## config.mk

```make
export PLATFORM = sky130hd
export DESIGN_NAME = ser_cmd_rx
export DESIGN_NICKNAME = d
export VERILOG_FILES = /design/src/rtl/ser_cmd_pkg.sv /design/src/rtl/ser_cmd_sync.sv /design/src/rtl/ser_cmd_edges.sv /design/src/rtl/ser_cmd_shreg.sv /design/src/rtl/ser_cmd_capture.sv /design/src/rtl/ser_cmd_rx.sv
export SDC_FILE = /design/constraint.sdc
export NUM_CORES = 1
export LEC_CHECK = 0
export ABC_AREA = 1
export BUFFER_PORTS_ARGS = -buffer_cell sky130_fd_sc_hd__clkbuf_2
export CAP_MARGIN = 20
export CORE_MARGIN = 1
export CORE_UTILIZATION = 51
export DETAILED_ROUTE_END_ITERATION = 8
export GPL_TIMING_DRIVEN = 0
export PLACE_DENSITY = 0.74
export SLEW_MARGIN = 20
export SYNTH_ARGS = -nofsm -noshare
export SYNTH_HDL_FRONTEND = slang
export SYNTH_SLANG_ARGS = --single-unit
```

## constraint.sdc

```tcl
create_clock -name clk_i -period 1.55 [get_ports clk_i]
set_clock_uncertainty 0.2 [all_clocks]
set_input_delay 0.31 -clock clk_i [delete_from_list [all_inputs] [get_ports clk_i]]
set_output_delay 0.31 -clock clk_i [all_outputs]
set_load 0.02 [all_outputs]
```

## src/rtl/ser_cmd_pkg.sv

```systemverilog
package ser_cmd_pkg;
  localparam int SR_W     = 32;
  localparam int CMD_W    = 4;
  localparam int ADDR_W   = 4;
  localparam int DATA_W   = 16;
  localparam int MIN_BITS = CMD_W + ADDR_W + DATA_W;

  typedef struct packed {
    logic [CMD_W-1:0]  cmd;
    logic [ADDR_W-1:0] addr;
    logic [DATA_W-1:0] data;
  } cmd_word_t;
endpackage

```

## src/rtl/ser_cmd_sync.sv

```systemverilog
module ser_cmd_sync #(
  parameter int          W       = 3,
  parameter logic [W-1:0] RST_VAL = '0
) (
  input  logic         clk_i,
  input  logic         rst_ni,
  input  logic [W-1:0] d_i,
  output logic [W-1:0] q_o
);
  for (genvar g = 0; g < W; g++) begin : g_bit
    logic ff1, ff2;
    always_ff @(posedge clk_i or negedge rst_ni) begin
      if (!rst_ni) begin
        ff1 <= RST_VAL[g];
        ff2 <= RST_VAL[g];
      end else begin
        ff1 <= d_i[g];
        ff2 <= ff1;
      end
    end
    assign q_o[g] = ff2;
  end
endmodule

```

## src/rtl/ser_cmd_edges.sv

```systemverilog
module ser_cmd_edges (
  input  logic clk_i,
  input  logic rst_ni,
  input  logic sclk_s_i,
  input  logic ld_s_i,
  output logic sclk_rise_o,
  output logic sclk_fall_o,
  output logic ld_rise_o
);
  logic sclk_q, ld_q;

  always_ff @(posedge clk_i or negedge rst_ni) begin
    if (!rst_ni) begin
      sclk_q <= 1'b0;
      ld_q   <= 1'b1;
    end else begin
      sclk_q <= sclk_s_i;
      ld_q   <= ld_s_i;
    end
  end

  assign sclk_rise_o = sclk_s_i & ~sclk_q;
  assign sclk_fall_o = ~sclk_s_i & sclk_q;
  assign ld_rise_o   = ld_s_i & ~ld_q;
endmodule

```

## src/rtl/ser_cmd_shreg.sv

```systemverilog
module ser_cmd_shreg #(
  parameter int SR_W     = 32,
  parameter int MIN_BITS = 24,
  localparam int CNT_W   = $clog2(MIN_BITS + 1)
) (
  input  logic             clk_i,
  input  logic             rst_ni,
  input  logic             ld_s_i,
  input  logic             rise_i,
  input  logic             fall_i,
  input  logic             bit_i,
  output logic [SR_W-1:0]  sr_o,
  output logic [CNT_W-1:0] cnt_o,
  output logic             sdo_o
);
  localparam logic [CNT_W-1:0] CNT_MAX = CNT_W'(MIN_BITS);

  always_ff @(posedge clk_i or negedge rst_ni) begin
    if (!rst_ni) begin
      sr_o  <= '0;
      cnt_o <= '0;
      sdo_o <= 1'b0;
    end else begin
      if (!ld_s_i && rise_i) sr_o <= {sr_o[SR_W-2:0], bit_i};
      // count clears while deselected; saturates once a full word is in
      if (ld_s_i)                          cnt_o <= '0;
      else if (rise_i && cnt_o != CNT_MAX) cnt_o <= cnt_o + 1'b1;
      if (fall_i) sdo_o <= sr_o[SR_W-1];
    end
  end
endmodule

```

## src/rtl/ser_cmd_capture.sv

```systemverilog
module ser_cmd_capture
  import ser_cmd_pkg::*;
#(
  parameter int MIN_BITS = 24,
  localparam int CNT_W   = $clog2(MIN_BITS + 1)
) (
  input  logic                clk_i,
  input  logic                rst_ni,
  input  logic                ld_rise_i,
  input  logic [CNT_W-1:0]    cnt_i,
  input  logic [MIN_BITS-1:0] word_i,
  output logic                exec_o,
  output cmd_word_t           word_o
);
  logic fire;
  assign fire = ld_rise_i && (cnt_i >= CNT_W'(MIN_BITS));

  always_ff @(posedge clk_i or negedge rst_ni) begin
    if (!rst_ni) begin
      exec_o <= 1'b0;
      word_o <= '0;
    end else begin
      exec_o <= fire;
      if (fire) word_o <= cmd_word_t'(word_i);
    end
  end
endmodule

```

## src/rtl/ser_cmd_rx.sv

```systemverilog
module ser_cmd_rx
  import ser_cmd_pkg::*;
(
  input  logic              clk_i,
  input  logic              rst_ni,
  input  logic              sclk_i,
  input  logic              sdi_i,
  input  logic              ld_ni,
  output logic              sdo_o,
  output logic              exec_o,
  output logic [CMD_W-1:0]  cmd_o,
  output logic [ADDR_W-1:0] addr_o,
  output logic [DATA_W-1:0] data_o
);
  localparam int CNT_W = $clog2(MIN_BITS + 1);

  logic [2:0]       sync_q;
  logic             sclk_s, sdi_s, ld_s;
  logic             sclk_rise, sclk_fall, ld_rise;
  logic [SR_W-1:0]  shreg;
  logic [CNT_W-1:0] bit_cnt;
  cmd_word_t        word;

  ser_cmd_sync #(.W(3), .RST_VAL(3'b100)) u_sync (
    .clk_i (clk_i),
    .rst_ni(rst_ni),
    .d_i   ({ld_ni, sdi_i, sclk_i}),
    .q_o   (sync_q)
  );
  assign {ld_s, sdi_s, sclk_s} = sync_q;

  ser_cmd_edges u_edges (
    .clk_i      (clk_i),
    .rst_ni     (rst_ni),
    .sclk_s_i   (sclk_s),
    .ld_s_i     (ld_s),
    .sclk_rise_o(sclk_rise),
    .sclk_fall_o(sclk_fall),
    .ld_rise_o  (ld_rise)
  );

  ser_cmd_shreg #(.SR_W(SR_W), .MIN_BITS(MIN_BITS)) u_shreg (
    .clk_i (clk_i),
    .rst_ni(rst_ni),
    .ld_s_i(ld_s),
    .rise_i(sclk_rise),
    .fall_i(sclk_fall),
    .bit_i (sdi_s),
    .sr_o  (shreg),
    .cnt_o (bit_cnt),
    .sdo_o (sdo_o)
  );

  ser_cmd_capture #(.MIN_BITS(MIN_BITS)) u_cap (
    .clk_i    (clk_i),
    .rst_ni   (rst_ni),
    .ld_rise_i(ld_rise),
    .cnt_i    (bit_cnt),
    .word_i   (shreg[MIN_BITS-1:0]),
    .exec_o   (exec_o),
    .word_o   (word)
  );

  assign cmd_o  = word.cmd;
  assign addr_o = word.addr;
  assign data_o = word.data;
endmodule

```

Word-level counts from Yosys, hierarchy flattened
Index checks and enable logic that the tools add are counted.

word-level totals
  register bits = 71
  output and inout bits = 26
  input bits = 5

cells by class
  reduce and logical (&&, ||, !) cells = 5
  bitwise gates (word level) = 6
  eq/ne operators = 1
  mux-type cells = 2
  add/sub/neg operators = 1
  $lt $le $gt $ge = 1

operators with widths
  kind                                                            number
  5-bit two-way mux                                               2
  5-bit by 1-bit adder with 5-bit output (second input constant)  1
  5-bit greater-or-equal comparator (second input constant)       1
  5-bit != test (second input constant)                           1
  1-bit bitwise AND                                               3
  1-bit logical AND                                               3
  1-bit NOT                                                       3
  2-bit nonzero test                                              1
  1-bit logical NOT                                               1

Logic depth before layout (Yosys ltp)
  word-level depth = 5
  depth in mapped cells = 7
  gate-level depth less buffers = 7

By module
From an unflattened synthesis, not the netlist that was laid out.

unflattened totals
  cells, all modules = 304
  area, all modules = 2871.5 sq um

by module, submodules not included
  module           cells an instance  area an instance (sq um)  times used  sequential area each (sq um)
  ser_cmd_shreg    177                1547.7                    1           950.9
  ser_cmd_capture  110                1074.8                    1           625.6
  ser_cmd_sync     9                  175.2                     1           152.6
  ser_cmd_edges    8                  73.8                      1           51.3

Least setup slack after synthesis
Ideal clock, no wire load.

  path kind = flip-flop to flip-flop
  start = reg u_sync.g_bit[2].ff2
  end = reg u_cap.word_o[13] in the netlist's numbering
  library setup time = 0.128 ns
  required time = 1.222 ns
  cell stages (with the launch flop) = 8
  path buffers = 2
  setup slack = 0.057 ns
  arrival time = 1.164 ns
  path through = dfstp_2 > inv_2 > nor2_2 > nand3_2 > buf_4 > buf_6 > nand2_1 > o21ai_1

between the ends
  word-level cells in the longest chain between the ends = 2

ends and longest elaborated chain
  element                 RTL line               text
  start, declared         ser_cmd_sync.sv:11     logic ff1, ff2;
  start signal, assigned  ser_cmd_sync.sv:15     ff2 <= RST_VAL[g];
  1-bit bitwise AND       ser_cmd_edges.sv:24    assign ld_rise_o = ld_s_i & ~ld_q;
  1-bit logical AND       ser_cmd_capture.sv:16  assign fire = ld_rise_i && (cnt_i >= CNT_W'(MIN_BITS));
  end signal, assigned    ser_cmd_capture.sv:24  if (fire) word_o <= cmd_word_t'(word_i);
  end, declared           ser_cmd_capture.sv:13  output cmd_word_t word_o

No other way between the ends.
A chain may end at the register's enable or synchronous reset.

Final worst setup path
  start = reg u_sync.g_bit[2].ff2
  end = reg u_cap.word_o[21] in the netlist's numbering

Same word-level chain as after synthesis.

==> run summary <==
The register bit total from synthesis is 71. The total area of multi-input combinational cells is between 700 and 800 um2. The fraction of layout instances using a drive strength above 1 is 0.2874. Dividing the detail-routed via count by the number of cells gives 4.899. The clock-pin slew of the registers on the worst-case setup and hold paths is approximately 0.07 ns.

The minimum period implied by the final worst setup slack came out at approximately 1.5 ns. The count of warnings emitted by yosys came out at 0. The number of distinct library cells after synthesis came out at 24. The leakage power of the design came out at roughly 1.7 nW.

After the last flow step, the layout net total stands at 336. The total clock sinks came out at 71. The number of rows created at floorplan is 26. The placed wire-length estimate is around 3.2 mm. Of the available clock period, the critical path in the final layout requires 0.9658. Entering global routing, the biggest net connects 45 pins.

Dividing total power by cell area gives a power density of 1141 nW/um2. The number of search-and-repair iterations in the first detailed-routing pass came out at 4. The worst supply voltage drop on vdd is between 0.0009 and 0.001 V. The core region is 5140 um2. The top-level I/O count came out at 31.

The count of endpoints failing setup in the final report came out at 0. TritonCTS built the clock tree. After routing, the total negative slack on setup checks comes to 0 ns. The H-tree depth is 3.

The achievable frequency came out at 668.0 MHz. The initial cell density of the core is 0.5331. The die width came out at about 75 um. The count of final hold-check violations is 0. The number of antenna violations at the first check in global routing is 0. The kind of critical path is register to register. The transition time at the pin with the least slew margin is ~0.45 ns. The count of final max-slew check failures is 0. In this run the vertical extent of the chip is around 75 um. Counting the buffers created by CTS gives 9. STA classifies the critical path endpoint as a register. The final route contains 1,979 vias. The count of mapped cells out of synthesis is 273. The worst setup path is launched from a register. The diode insertion count for antenna repair came out at 0. The final design utilization came out at 0.6670.

The global-route wire length before repair is slightly above 8 mm. The number of nets still failing antenna checks after routing is 0. The max capacitance violation total came out at 0. STA puts the critical path data required time at 1.59 ns. The number of global-route vias before repair came out at 1,759. In the final layout, flip-flops and latches occupy 1780 um2.

For this run the aggregate overflow at the end of global routing stands at 0. The count of port buffers added during placement is 30. The slowest stage of the critical path belongs to the cell sky130_fd_sc_hd__dfstp_2. The min-delay analysis places its worst path in the category register to register.

The flow ran to the end, and the final reports show no timing, DRC or antenna violations. The DRC marker count from the first detailed-route iteration is 190. Sorting the synthesized cells by area gives the leading types as sky130_fd_sc_hd__dfrtp_1, sky130_fd_sc_hd__nand2_1, sky130_fd_sc_hd__o21ai_0. Each instance of the synthesized netlist takes up on average 10.04 um2. The average wire per standard cell is 12.76 um. For this run, the total global-route usage over all layers was measured as 0.1987. For this run, the slowest stage of the critical path takes 0.56 ns. Walking the worst path, the cells encountered are inv_4, nor2_4, nand3_4, buf_6, buf_8, nand2_1, o21ai_1. The total die area came out at ~5700 um2. Counting every net in the synthesized netlist gives 280. The buffer depth of the longest clock path is 2. The routability congestion estimate came out at approximately 0.8. The share of the synthesized area in the top cell type is 0.6210.

The cell sitting at the root of the clock tree is a sky130_fd_sc_hd__clkbuf_8. The total routed wirelength is just over 5 mm. Of all cell types, the one taking the most synthesized area is sky130_fd_sc_hd__dfrtp_1. The detailed-route DRC error count came out at 0. The endpoint arrival time on the critical path is 1.54 ns. The count of filler cells inserted in the layout is 416. Along the worst path, the maximum fanout reaches 5. The layout overhead on the synthesized area came out at 25.11%. Headroom to the max-slew limit came out at 0.7029. The post-synthesis instance area is 2740 um2. The number of buffers and inverters on the critical path is 3. Grouping stages by cell kind, the critical path spends the most delay in flip-flops. The fraction of the yosys area taken by sequential cells came out at 0.6498. At the later pin of the worst-skew pair, clock insertion delay measures 0.35 ns.
==> metal layers <==
layer / GRT usage / up-vias / share of wire
li1: - / 975 / -
met1: 0.2518 / 944 / 0.45
met2: 0.3194 / 47 / 0.48
met3: 0.03968 / 13 / 0.045
met4: 0.1173 / 0 / 0.023
met5: 0 / - / 0
==> where the power goes <==
part           internal [W]  leakage, nW  switching, W
clock              0.000957        0.109      0.000723
combinational     0.0000870        0.617      0.000158
sequential          0.00194        0.954     0.0000482
total               0.00298         1.68      0.000928
==> cells in the mapped netlist (all sizes together) <==
| library cell | number |
|---|---|
| a21oi | 3 |
| a31oi | 1 |
| buf | 6 |
| clkbuf | 7 |
| dfrtp | 68 |
| dfstp | 3 |
| ha | 2 |
| inv | 34 |
| nand2 | 74 |
| nand3 | 12 |
| nand4 | 5 |
| nor2 | 8 |
| o21ai | 49 |
| xor2 | 1 |
==> logic make-up (layout without fill, tap and decap cells) <==
| group | Yosys count | count (layout) | share of synthesized area |
|---|---|---|---|
| and+or+nand+nor | 99 | 99 | 0.1521 |
| DFF | 71 | 71 | 0.6498 |
| AOI/OAI and AO/OA | 53 | 53 | 0.1110 |
| buffers and inverters | 47 | 108 | 0.07489 |
| adders and majority gates | 2 | 2 | 0.009131 |
| xor gates and xnor gates | 1 | 1 | 0.003197 |
==> metrics by stage <==
stage	instances	cell area (um2)	power (W)	hold WS [ns]	setup WS, ns
floorplan	273	2740	0.002144	-0.1856	0.05747
global route	404	3428	0.004055	0.1664	-0.009196
CTS	397	3319	0.003936	0.1577	-0.003455
finish	404	3428	0.003913	0.1536	0.05297
global placement	373	2978	0.002224	0.1329	-0.5691
detailed placement	374	3000	0.002238	0.09040	-0.1050
==> registers in the layout (all words and copies together) (netlist names) <==
| signal | flops |
|---|---|
| u_shreg.sr_o | 32 |
| u_cap.word_o | 24 |
| u_shreg.cnt_o | 5 |
| u_sync.g_bit.ff1 | 3 |
| u_sync.g_bit.ff2 | 3 |
| u_cap.exec_o | 1 |
| u_edges.ld_q | 1 |
| u_edges.sclk_q | 1 |
| u_shreg.sdo_o | 1 |
==> placed cells by master, fill, tap and decap left out, drive strengths merged <==
cell type    Yosys  routed
nand2           74      74
dfrtp           68      68
o21ai           49      49
clkbuf           7      46
inv             34      35
buf              6      18
nand3           12      12
nor2             8       8
nand4            5       5
dlygate4sd3      0       4
dfstp            3       3
a21oi            3       3
ha               2       2
clkinvlp         0       2
bufinv           0       2
xor2             1       1
a31oi            1       1
clkinv           0       1
==> area by class of cell <==
type / instances / area share
flip-flops and latches: 71 / 0.5193
multi-input cells: 155 / 0.2310
clock inverters: 6 / 0.02701
plain buffers: 13 / 0.02774
inverters: 34 / 0.03796
clock buffers: 10 / 0.04015
repair buffers: 45 / 0.09124
well taps: 70 / 0.02555
==> path summary, 6_finish.rpt <==
| check | startpoint | end | slack [ns] | depth (start not counted) |
|---|---|---|---|---|
| max in group asynchronous | rst_ni | u_shreg.sr_o[22] | 0.35 | 3 |
| min reg2reg | u_sync.g_bit[0].ff1 | u_sync.g_bit[0].ff2 | 0.15 | 0 |
| min | u_sync.g_bit[0].ff1 | u_sync.g_bit[0].ff2 | 0.15 | 0 |
| max | u_sync.g_bit[2].ff2 | u_cap.word_o[21] | 0.05 | 7 |
| min in group asynchronous | rst_ni | u_cap.word_o[16] | 0.25 | 2 |
| max reg2reg | u_sync.g_bit[2].ff2 | u_cap.word_o[21] | 0.05 | 7 |
==> timing repair <==
| item | in CTS | in global routing |
|---|---|---|
| setup endpoints to repair | 46 | 55 |
| pin swaps | 0 | 3 |
| hold endpoints to repair | 27 | 0 |
| cloned | 0 | 1 |
| setup buffers | 3 | 6 |
| gates resized for setup | 11 | 20 |
| hold buffers | 4 | 0 |
Power figures use the tool's default switching activity.
